[src/rtl/spi_hold_pkg.sv]
package spi_hold_pkg;
  localparam int unsigned SYNC_STAGES_DEF = 2;

  typedef struct packed {
    logic cs_n;
    logic sclk;
    logic hold_n;
  } pin_t;

  localparam int unsigned PIN_W = $bits(pin_t);
  localparam logic [PIN_W-1:0] PIN_IDLE = 3'b101;  // deselected, clock low, not paused
endpackage

[src/rtl/spi_hold_sync.sv]
module spi_hold_sync #(
  parameter int unsigned     W       = 1,
  parameter int unsigned     STAGES  = 2,
  parameter logic [W-1:0]    RST_VAL = '0
) (
  input  logic         clk_i,
  input  logic         rst_ni,
  input  logic [W-1:0] d_i,
  output logic [W-1:0] q_o
);
  logic [W-1:0] stg_q [STAGES];

  for (genvar s = 0; s < STAGES; s++) begin : g_stage
    always_ff @(posedge clk_i or negedge rst_ni) begin
      if (!rst_ni) begin
        stg_q[s] <= RST_VAL;
      end else if (s == 0) begin
        stg_q[s] <= d_i;
      end else begin
        stg_q[s] <= stg_q[(s == 0) ? 0 : s-1];
      end
    end
  end

  assign q_o = stg_q[STAGES-1];
endmodule

[src/rtl/spi_hold_edge.sv]
module spi_hold_edge #(
  parameter logic RST_VAL = 1'b0
) (
  input  logic clk_i,
  input  logic rst_ni,
  input  logic s_i,
  output logic rise_o,
  output logic fall_o
);
  logic prev_q;

  always_ff @(posedge clk_i or negedge rst_ni) begin
    if (!rst_ni) prev_q <= RST_VAL;
    else         prev_q <= s_i;
  end

  assign rise_o = s_i & ~prev_q;
  assign fall_o = ~s_i & prev_q;
endmodule

[src/rtl/spi_hold_ctrl.sv]
module spi_hold_ctrl (
  input  logic clk_i,
  input  logic rst_ni,
  input  logic en_i,
  input  logic cs_n_i,
  input  logic sclk_i,
  input  logic hold_n_i,
  output logic held_o,
  output logic pending_o,
  output logic txn_rst_o
);
  logic held_q, held_d;
  logic pend_q, pend_d;
  logic txn_q, txn_d;
  logic cs_prev_q;
  logic want;

  assign want = en_i & ~cs_n_i & ~hold_n_i;

  always_comb begin
    held_d = held_q;
    if (!en_i || cs_n_i)                 held_d = 1'b0;
    else if (want != held_q && !sclk_i)  held_d = want;  // apply only in clock low phase
    pend_d = en_i & ~cs_n_i & (want != held_q) & sclk_i;
    txn_d  = held_q & cs_n_i & ~cs_prev_q;
  end

  always_ff @(posedge clk_i or negedge rst_ni) begin
    if (!rst_ni) begin
      held_q    <= 1'b0;
      pend_q    <= 1'b0;
      txn_q     <= 1'b0;
      cs_prev_q <= 1'b1;
    end else begin
      held_q    <= held_d;
      pend_q    <= pend_d;
      txn_q     <= txn_d;
      cs_prev_q <= cs_n_i;
    end
  end

  assign held_o    = held_q;
  assign pending_o = pend_q;
  assign txn_rst_o = txn_q;

  a_r2_entry_needs_cs: assert property (@(posedge clk_i) disable iff (!rst_ni)
    (held_q && !$past(held_q)) |-> !$past(cs_n_i));
  a_r4_entry_clk_low: assert property (@(posedge clk_i) disable iff (!rst_ni)
    (held_q && !$past(held_q)) |-> !$past(sclk_i));
  a_r6_exit_clk_low: assert property (@(posedge clk_i) disable iff (!rst_ni)
    ($fell(held_q) && $past(en_i && !cs_n_i)) |-> !$past(sclk_i));
  a_r4_pending_keeps_state: assert property (@(posedge clk_i) disable iff (!rst_ni)
    pend_q |-> $stable(held_q));
  a_r11_txn_clears_held: assert property (@(posedge clk_i) disable iff (!rst_ni)
    txn_q |-> !held_q);
endmodule

[src/rtl/spi_hold_unit.sv]
module spi_hold_unit
  import spi_hold_pkg::*;
#(
  parameter int unsigned SYNC_STAGES = SYNC_STAGES_DEF
) (
  input  logic clk_i,
  input  logic rst_ni,
  input  logic cs_n_i,
  input  logic sclk_i,
  input  logic hold_n_i,
  input  logic quad_en_i,
  input  logic hold_rst_sel_i,
  input  logic sdo_oe_req_i,
  output logic held_o,
  output logic txn_rst_o,
  output logic sdo_oe_o,
  output logic sclk_rise_o,
  output logic sclk_fall_o
);
  pin_t pin_raw, pin_s;
  logic en, held, pending, s_rise, s_fall;

  assign pin_raw = '{cs_n: cs_n_i, sclk: sclk_i, hold_n: hold_n_i};
  assign en      = ~quad_en_i & ~hold_rst_sel_i;

  spi_hold_sync #(.W(PIN_W), .STAGES(SYNC_STAGES), .RST_VAL(PIN_IDLE)) i_sync (
    .clk_i, .rst_ni, .d_i(pin_raw), .q_o(pin_s)
  );

  spi_hold_edge #(.RST_VAL(1'b0)) i_sclk_edge (
    .clk_i, .rst_ni, .s_i(pin_s.sclk), .rise_o(s_rise), .fall_o(s_fall)
  );

  spi_hold_ctrl i_ctrl (
    .clk_i, .rst_ni,
    .en_i(en), .cs_n_i(pin_s.cs_n), .sclk_i(pin_s.sclk), .hold_n_i(pin_s.hold_n),
    .held_o(held), .pending_o(pending), .txn_rst_o
  );

  assign held_o      = held;
  assign sdo_oe_o    = sdo_oe_req_i & ~held;
  assign sclk_rise_o = s_rise & ~held & ~pin_s.cs_n;
  assign sclk_fall_o = s_fall & ~held & ~pin_s.cs_n;

  a_r9_quad_disables: assert property (@(posedge clk_i) disable iff (!rst_ni)
    quad_en_i |=> !held_o);
  a_r10_rst_sel_disables: assert property (@(posedge clk_i) disable iff (!rst_ni)
    hold_rst_sel_i |=> !held_o);
  a_r4_pending_not_with_txn: assert property (@(posedge clk_i) disable iff (!rst_ni)
    pending |-> !txn_rst_o);
endmodule

[config.mk]
export PLATFORM = sky130hd
export DESIGN_NAME = spi_hold_unit
export DESIGN_NICKNAME = d
export VERILOG_FILES = /design/src/rtl/spi_hold_pkg.sv /design/src/rtl/spi_hold_sync.sv /design/src/rtl/spi_hold_edge.sv /design/src/rtl/spi_hold_ctrl.sv /design/src/rtl/spi_hold_unit.sv
export SDC_FILE = /design/constraint.sdc
export NUM_CORES = 1
export LEC_CHECK = 0
export ABC_AREA = 1
export CORE_AREA = 2 2 39 41
export CTS_CLUSTER_SIZE = 16
export DETAILED_ROUTE_END_ITERATION = 12
export DIE_AREA = 0 0 41 43
export PLACE_DENSITY = 0.58
export SKIP_CTS_REPAIR_TIMING = 1
export SYNTH_ARGS = -nofsm -noshare
export SYNTH_HDL_FRONTEND = slang
export SYNTH_SLANG_ARGS = --single-unit
[constraint.sdc]
create_clock -name clk_i -period 1.32 [get_ports clk_i]
set_input_delay 0.198 -clock clk_i [delete_from_list [all_inputs] [get_ports clk_i]]
set_output_delay 0.198 -clock clk_i [all_outputs]
set_load 0.02 [all_outputs]
==> out/results.ini, run 1 <==
[floorplanning]
start_util_pct=23.3
row_count=14
die_area_um2=1760
placeableCoreArea_um2=1380
die_h_um=43
io_pins=13
die_x_um=41

[sta]
fmax_ghz=0.781
drv_slew=0
finClkSkew_ps=0.534
grt_setup_unrepaired=true
hold_viol=0
worst_pin_slew_ps=419
setup_ws_ps=39.7
period_share_pct=97.0
max_slew_margin_pct=72.0
setup_viol=0
fin_crit_ps=1280
timing.hold.ws_ps=239

[power]
switching_share_pct=19.7
leakage_nw=0.285
power_frac_comb_pct=9.3
p_sw_mw=0.129
finalPower_mw=0.657
ir_worst_vdd_mv=0.463
power_frac_clock_pct=40.3
power_frac_seq_pct=50.5
power_density_nw_per_um2=1230
p_int_mw=0.528

[worst_setup_path]
regToRegSetupSlack_ps=410
cp.required_ps=1120
path_max_fanout=3
critPathCaptureType=output port
cpLargestDelayFamily=flip-flops
crit_path_top_delay_cell=dfstp_2
cp_data_arrival_time_ps=1080
cp-start-kind=register
critPathKind=register to output port
crit_buf_inv=2
r2r-start=i_sync.q_o[2]
startpoint=i_sync.q_o[2]
cpPeakStageDelay_ps=530
path_cells=inv_2, nand3_2, nor2_1, buf_4

[logic_synthesis]
postSynthAreaPerCell_um2=12.4
synth_top_cell_by_area=dfstp_2
synth-edff-count=0
ys.flop_type=dfstp_2
yosys.area_share.adder_pct=0
synth-simple-area-share_pct=15.9
ys_warn_count=0
yosysSeqAreaShare_pct=79.5
synth_compound_area_share_pct=0
async_reset_ff_share_pct=100
ys_seq_elements=10
synth_area_um2=323
synth_xor_area_share_pct=0
synthTopCellsByArea=dfstp_2, dfrtp_1, inv_1
netlist_instances=26
yosysTopAreaCellShare_pct=40.7
synth_fp_nets=34
synth_mux_area_share_pct=0
synth_cell_types=8
synth_top_family_by_area=simple AND/OR/NAND/NOR gates
netlist_top_cells_count=dfrtp_1, dfstp_2, inv_1, nand2_1, nor2_1

[route]
wl_met2_um=247
num_vias=249
highest_layer=met3
wl_met1_um=159
post_drt_wl_per_cell_um=7.60
drt_iter0_markers=1
wirelength_um=471
ant_nets=0
drt_pass1_iterations=2
via_per_inst=4.02
drc_errors=0
wl_met3_um=64

[cells_and_area]
fin_area_um2=534
syn2layout_area_growth_pct=65.5
nNetsFinal=55
diodes=0
layout-drive-gt1-share_pct=45.7
finalNonFillerCells=62

[clock_network]
cts_tree=yes
root_buffer=clkbuf_4
numCtsBuffers=3
clock-sinks=10
h-tree-depth=1
clk_path_buf_depth=2
clkTransAtPathRegs_ps=60
insertion_delay_ps=260

[grt]
antenna_found_initial=0
overflow=0
grt_max_degree=11
grt_pass1_vias=231
grt_pass1_wl_um=821
grt_usage_pct=7.76

[run_status]
status=finished clean

[placed_design]
post_dp_cell_area_um2=493
place_ws_ps=-245
io_buffers=12
hpwlAfterDp_um=361
place.gp.congestion=0.620
dp.cells=58

[min_path]
hp-class=input port to asynchronous set/reset pin

[run]
drv_cap=0

-- path summary, 6_finish.rpt --
path / depth (start not counted) / to
min reg2reg: 0 / i_sync.q_o[1]
max: 4 / sclk_rise_o
min: 1 / i_ctrl.held_o
min in group clk_i: 1 / i_sync.stg_q[3]
max reg2reg: 4 / i_ctrl.held_o
max in group asynchronous: 1 / i_ctrl.cs_prev_q
-- metal layers --
| layer | global-route usage [%] | vias up |
|---|---|---|
| li1 | - | 119 |
| met2 | 11.3 | 11 |
| met3 | 4.71 | 0 |
| met1 | 6.46 | 119 |
| met5 | 0 | - |
| met4 | 8.00 | 0 |
-- power by group through the flow --
stage	clock network (mW)	logic [mW]	registers, mW
2_1_floorplan	0	0.0171	0.337
3_3_place_gp	0	0.0627	0.336
3_5_place_dp	0	0.0635	0.336
4_1_cts	0.280	0.0635	0.331
5_1_grt	0.295	0.0678	0.334
6_report	0.265	0.0609	0.332
-- logic make-up (layout without fill, tap and decap cells) --
kind of cell | count (synthesis) | in the layout
flip-flops | 10 | 10
buffers and inverters | 4 | 24
AND/OR/NAND/NOR | 12 | 12
-- worst register-to-register path, cell delays in order, from the launching register on --
cell	delay [ps]
dfstp_2	530
inv_2	50
buf_4	130
nand2_1	70
nor2_2	40
-- final cells by class --
cell class / instances / area, um2
repair buffers: 16 / 145
flip-flops and latches: 10 / 256
inverters: 4 / 15.0
clock buffers: 4 / 36.3
fillers: 145 / 850
multi-input cells: 12 / 61.3
well taps: 16 / 20.0
-- flip-flops by register name (all words and copies together), names as in the netlist --
name                flops
i_sync.stg_q            3
i_sync.q_o              3
i_ctrl.held_o           1
i_sclk_edge.prev_q      1
i_ctrl.txn_rst_o        1
i_ctrl.cs_prev_q        1
-- through the flow --
step                      setup TNS [ps]  util (%)
after detailed placement            -416      35.6
final                                  0      38.6
after global routing               -37.5      38.6
after floorplan                        0         -
after global placement              -385      35.6
after CTS                          -1370      38.2
-- cells in the final DEF (no fill, tap or decap), drive strengths merged --
cell and instances:
dfrtp 5, clkbuf 4, clkdlybuf4s50 7, nand3 2
nor2 5, buf 7, nor3 1, nand2 4
dlymetal6s2s 2, inv 4, dfstp 5
Note: power is estimated with default switching activity, not from simulation.
==> run 2: changes to the inputs <==
--- a/config.mk
+++ b/config.mk
@@ -7,6 +7,7 @@
 export LEC_CHECK = 0
 export ABC_AREA = 1
 export CORE_AREA = 2 2 39 41
+export CTS_BUF_LIST = sky130_fd_sc_hd__clkbuf_8
 export CTS_CLUSTER_SIZE = 16
 export DETAILED_ROUTE_END_ITERATION = 12
 export DIE_AREA = 0 0 41 43
==> run 2 against run 1 <==
  * Design area is 1.6% higher
  * Count of clock-buffer cells in the layout unchanged
  * Critical path type unchanged
  * Final cell count is the same
  * Clock power increased by 38%
==> out/results.ini, run 2 (synthesis gave the netlist of run 1 again) <==
[run_status]
status=finished clean

[sta]
grt_setup_unrepaired=false
finClkSkew_ps=0.290
timing.hold.ws_ps=272
setup_viol=0
hold_viol=0
drv_slew=0
fmax_ghz=0.799
fin_crit_ps=1250
worst_pin_slew_ps=415
max_slew_margin_pct=72.2
period_share_pct=94.9

[clock_network]
clkTransAtPathRegs_ps=40
numCtsBuffers=3
clk_path_buf_depth=2
clock-sinks=10
h-tree-depth=1
insertion_delay_ps=230
root_buffer=clkbuf_8
cts_tree=yes

[cells_and_area]
diodes=0
final_cell_mix=clkdlybuf4s50_1, buf_4, dfstp_2, dfrtp_1
layout-drive-gt1-share_pct=39.1
num-fill-cells=144
nNetsFinal=55
fin_util_pct=39.2
syn2layout_area_growth_pct=68.2
final_common_cell=clkdlybuf4s50_1

[grt]
antenna_found_initial=0
grt_pass1_wl_um=814
grt_pass1_vias=231
grt_max_degree=11
overflow=0
grt_usage_pct=7.46

[route]
via_per_inst=3.85
post_drt_wl_per_cell_um=7.34
drt_iter0_markers=0
drc_errors=0
wirelength_um=455
drt_pass1_iterations=1
ant_nets=0
num_vias=239

[run]
drv_cap=0

[power]
power_density_nw_per_um2=1400
finalPower_mw=0.758
ir_worst_vdd_mv=0.579
leakage_nw=0.289

[floorplanning]
row_count=14
start_util_pct=23.3
die_x_um=41
io_pins=13
placeableCoreArea_um2=1380
die_area_um2=1760
die_h_um=43

[worst_setup_path]
critPathCaptureType=output port
cpLargestDelayFamily=flip-flops
r2r-start=i_sync.q_o[2]
worstReg2RegEnd=i_ctrl.held_o
cpPeakStageDelay_ps=530
cp-start-kind=register
rr_worst_depth=4
crit_buf_inv=2
cp.required_ps=1120
cp_data_arrival_time_ps=1050
path_max_fanout=3
critPathKind=register to output port
crit_path_top_delay_cell=dfstp_2
regToRegSetupSlack_ps=420
path_cells=inv_2, nand3_1, nor2_1, buf_4

[placed_design]
io_buffers=12
hpwlAfterDp_um=361
place.gp.congestion=0.620

[min_path]
hp-class=input port to asynchronous set/reset pin

## run 2: area by class of cell
type / instances / area [um2] / area share (%)
multi-input cells: 12 / 51.3 / 9.45
clock buffers: 4 / 55.1 / 10.1
repair buffers: 16 / 145 / 26.7
flip-flops and latches: 10 / 256 / 47.2
well taps: 16 / 20.0 / 3.69
inverters: 4 / 15.0 / 2.76
## run 2: how the worst max path moves through the flow
stage	from	endpoint	slack, ps	cells past startpoint
6_report	i_sync.q_o[2]	sclk_fall_o	70	4
5_1_grt	i_sync.q_o[2]	sclk_rise_o	10	4
4_1_cts	i_ctrl.held_o	sclk_fall_o	-350	4
3_5_place_dp	sdo_oe_req_i	sdo_oe_o	-240	4
3_3_place_gp	sdo_oe_req_i	sdo_oe_o	-230	4
2_1_floorplan	i_ctrl.held_o	sclk_fall_o	200	3
## run 2: through the flow
step | setup TNS, ps | setup WS [ps] | cell area [um2] | cells
final | 0 | 67.8 | 543 | 62
after global routing | 0 | 11.4 | 543 | 62
after CTS | -1180 | -346 | 548 | 62
after detailed placement | -416 | -245 | 493 | 58
after global placement | -385 | -230 | 493 | 58
after floorplan | 0 | 198 | 323 | 26
## run 2: where the power goes
group          leakage, nW  internal [mW]  switching [mW]
clock               0.0288          0.261           0.106
sequential           0.115          0.327         0.00515
combinational        0.145         0.0339          0.0253
## run 2: routing by layer
| layer | up-vias | share of wire, % | track usage, % |
|---|---|---|---|
| met5 | - | 0 | 0 |
| met4 | 0 | 0 | 8.00 |
| met3 | 0 | 13 | 3.14 |
| met2 | 11 | 51 | 11.3 |
| met1 | 110 | 35 | 6.46 |
| li1 | 118 | - | - |
==> run 3: changes to the inputs <==
--- a/config.mk
+++ b/config.mk
@@ -11,6 +11,7 @@
 export CTS_CLUSTER_SIZE = 16
 export DETAILED_ROUTE_END_ITERATION = 12
 export DIE_AREA = 0 0 41 43
+export GPL_TIMING_DRIVEN = 0
 export PLACE_DENSITY = 0.58
 export SKIP_CTS_REPAIR_TIMING = 1
 export SYNTH_ARGS = -nofsm -noshare
==> run 3 against run 2 <==
  * Utilization down 2.0 points
  * Register-to-register slack better by 100 ps
  * Design area decreased by 5.1%
  * Global-route usage about the same
  * Sequential power barely moved
  * Hold slack worse by 1.2 ps
  * Critical endpoint is now sclk_rise_o
==> out/results.ini, run 3 (synthesis gave the netlist of run 1 again) <==
[grt]
grt_max_degree=11
overflow=0
grt_pass1_vias=228
grt_pass1_wl_um=807
antenna_found_initial=0
grt_usage_pct=7.43

[cells_and_area]
num-fill-cells=148
layout-drive-gt1-share_pct=31.0
final_cell_mix=clkdlybuf4s50_1, dfstp_2, dfrtp_1
diodes=0
syn2layout_area_growth_pct=59.7
final_common_cell=clkdlybuf4s50_1
nNetsFinal=51

[worst_setup_path]
cp_data_arrival_time_ps=1080
cp.required_ps=1120
cpLargestDelayFamily=flip-flops
rr_worst_depth=3
crit_buf_inv=2
cp-start-kind=register
critPathKind=register to output port
path_max_fanout=4
critPathCaptureType=output port
cp_num_cells=4
crit_path_top_delay_cell=dfstp_2
path_cells=inv_2, nand3_1, nor2_1, buf_4
cpPeakStageDelay_ps=530

[floorplanning]
die_h_um=43
placeableCoreArea_um2=1380
io_pins=13
die_x_um=41
die_area_um2=1760
row_count=14
start_util_pct=23.3

[placed_design]
place.gp.congestion=0.634
hpwlAfterDp_um=309
io_buffers=12

[route]
drt_iter0_markers=2
post_drt_wl_per_cell_um=7.95
wirelength_um=461
drc_errors=0
num_vias=227
drt_pass1_iterations=2
via_per_inst=3.91
ant_nets=0

[sta]
period_share_pct=96.5
fin_crit_ps=1270
hold_viol=0
max_slew_margin_pct=71.7
worst_pin_slew_ps=424
finClkSkew_ps=5.75
fmax_ghz=0.785
setup_viol=0
drv_slew=0
fin_tns_setup_ps=0
timing.hold.ws_ps=271
grt_setup_unrepaired=true

[min_path]
hp-class=input port to asynchronous set/reset pin

[clock_network]
insertion_delay_ps=230
clock-sinks=10
root_buffer=clkbuf_8
cts_tree=yes
h-tree-depth=1
clkTransAtPathRegs_ps=50
numCtsBuffers=3
clk_path_buf_depth=2

[power]
finalPower_mw=0.696
power_density_nw_per_um2=1350
leakage_nw=0.279
ir_worst_vdd_mv=0.557

[run]
drv_cap=0

[run_status]
status=finished clean

==> run 3: through the flow <==
stage	instances	setup slack, ps	cell area (um2)	utilization, %
after floorplan	26	198	323	-
after global placement	54	-231	463	33.5
after detailed placement	54	-245	463	33.5
after CTS	58	-408	508	36.7
after global routing	58	-2.99	515	37.3
final	58	46.3	515	37.3
==> run 3: layer usage <==
| layer | up-vias | global-route usage [%] | part of all wire (%) | wire length, um |
|---|---|---|---|---|
| li1 | 109 | - | - | - |
| met1 | 104 | 6.06 | 37 | 171 |
| met2 | 14 | 10.6 | 47 | 217 |
| met3 | 0 | 7.85 | 15 | 71 |
| met4 | 0 | 4.00 | 0 | 0 |
| met5 | - | 0 | 0 | 0 |
==> run 3: where the power goes <==
part | internal (mW) | switching, mW | leakage [nW]
logic | 0.0303 | 0.0242 | 0.136
registers | 0.327 | 0.00605 | 0.115
clock network | 0.202 | 0.107 | 0.0269
total | 0.560 | 0.137 | 0.279
==> run 3: final cells by class <==
class,instances,area [um2],share of cell area (%)
clock buffer,3,41.3,8.01
multi-input combinational,12,56.3,10.9
timing repair buffer,12,123,23.8
clock inverter,1,3.75,0.728
inverter,4,15.0,2.91
sequential,10,256,49.8
tap,16,20.0,3.88
==> run 3: final timing paths <==
check,start,endpoint,slack (ps)
hold / removal,rst_ni,i_ctrl.held_o,270
min in group clk_i,i_sync.stg_q[4],i_sync.q_o[1],340
setup reg to reg,i_sync.q_o[2],i_ctrl.held_o,520
max in group asynchronous,rst_ni,i_sync.stg_q[5],720
hold reg to reg,i_sync.stg_q[4],i_sync.q_o[1],340
setup / recovery,i_sync.q_o[2],sclk_rise_o,50
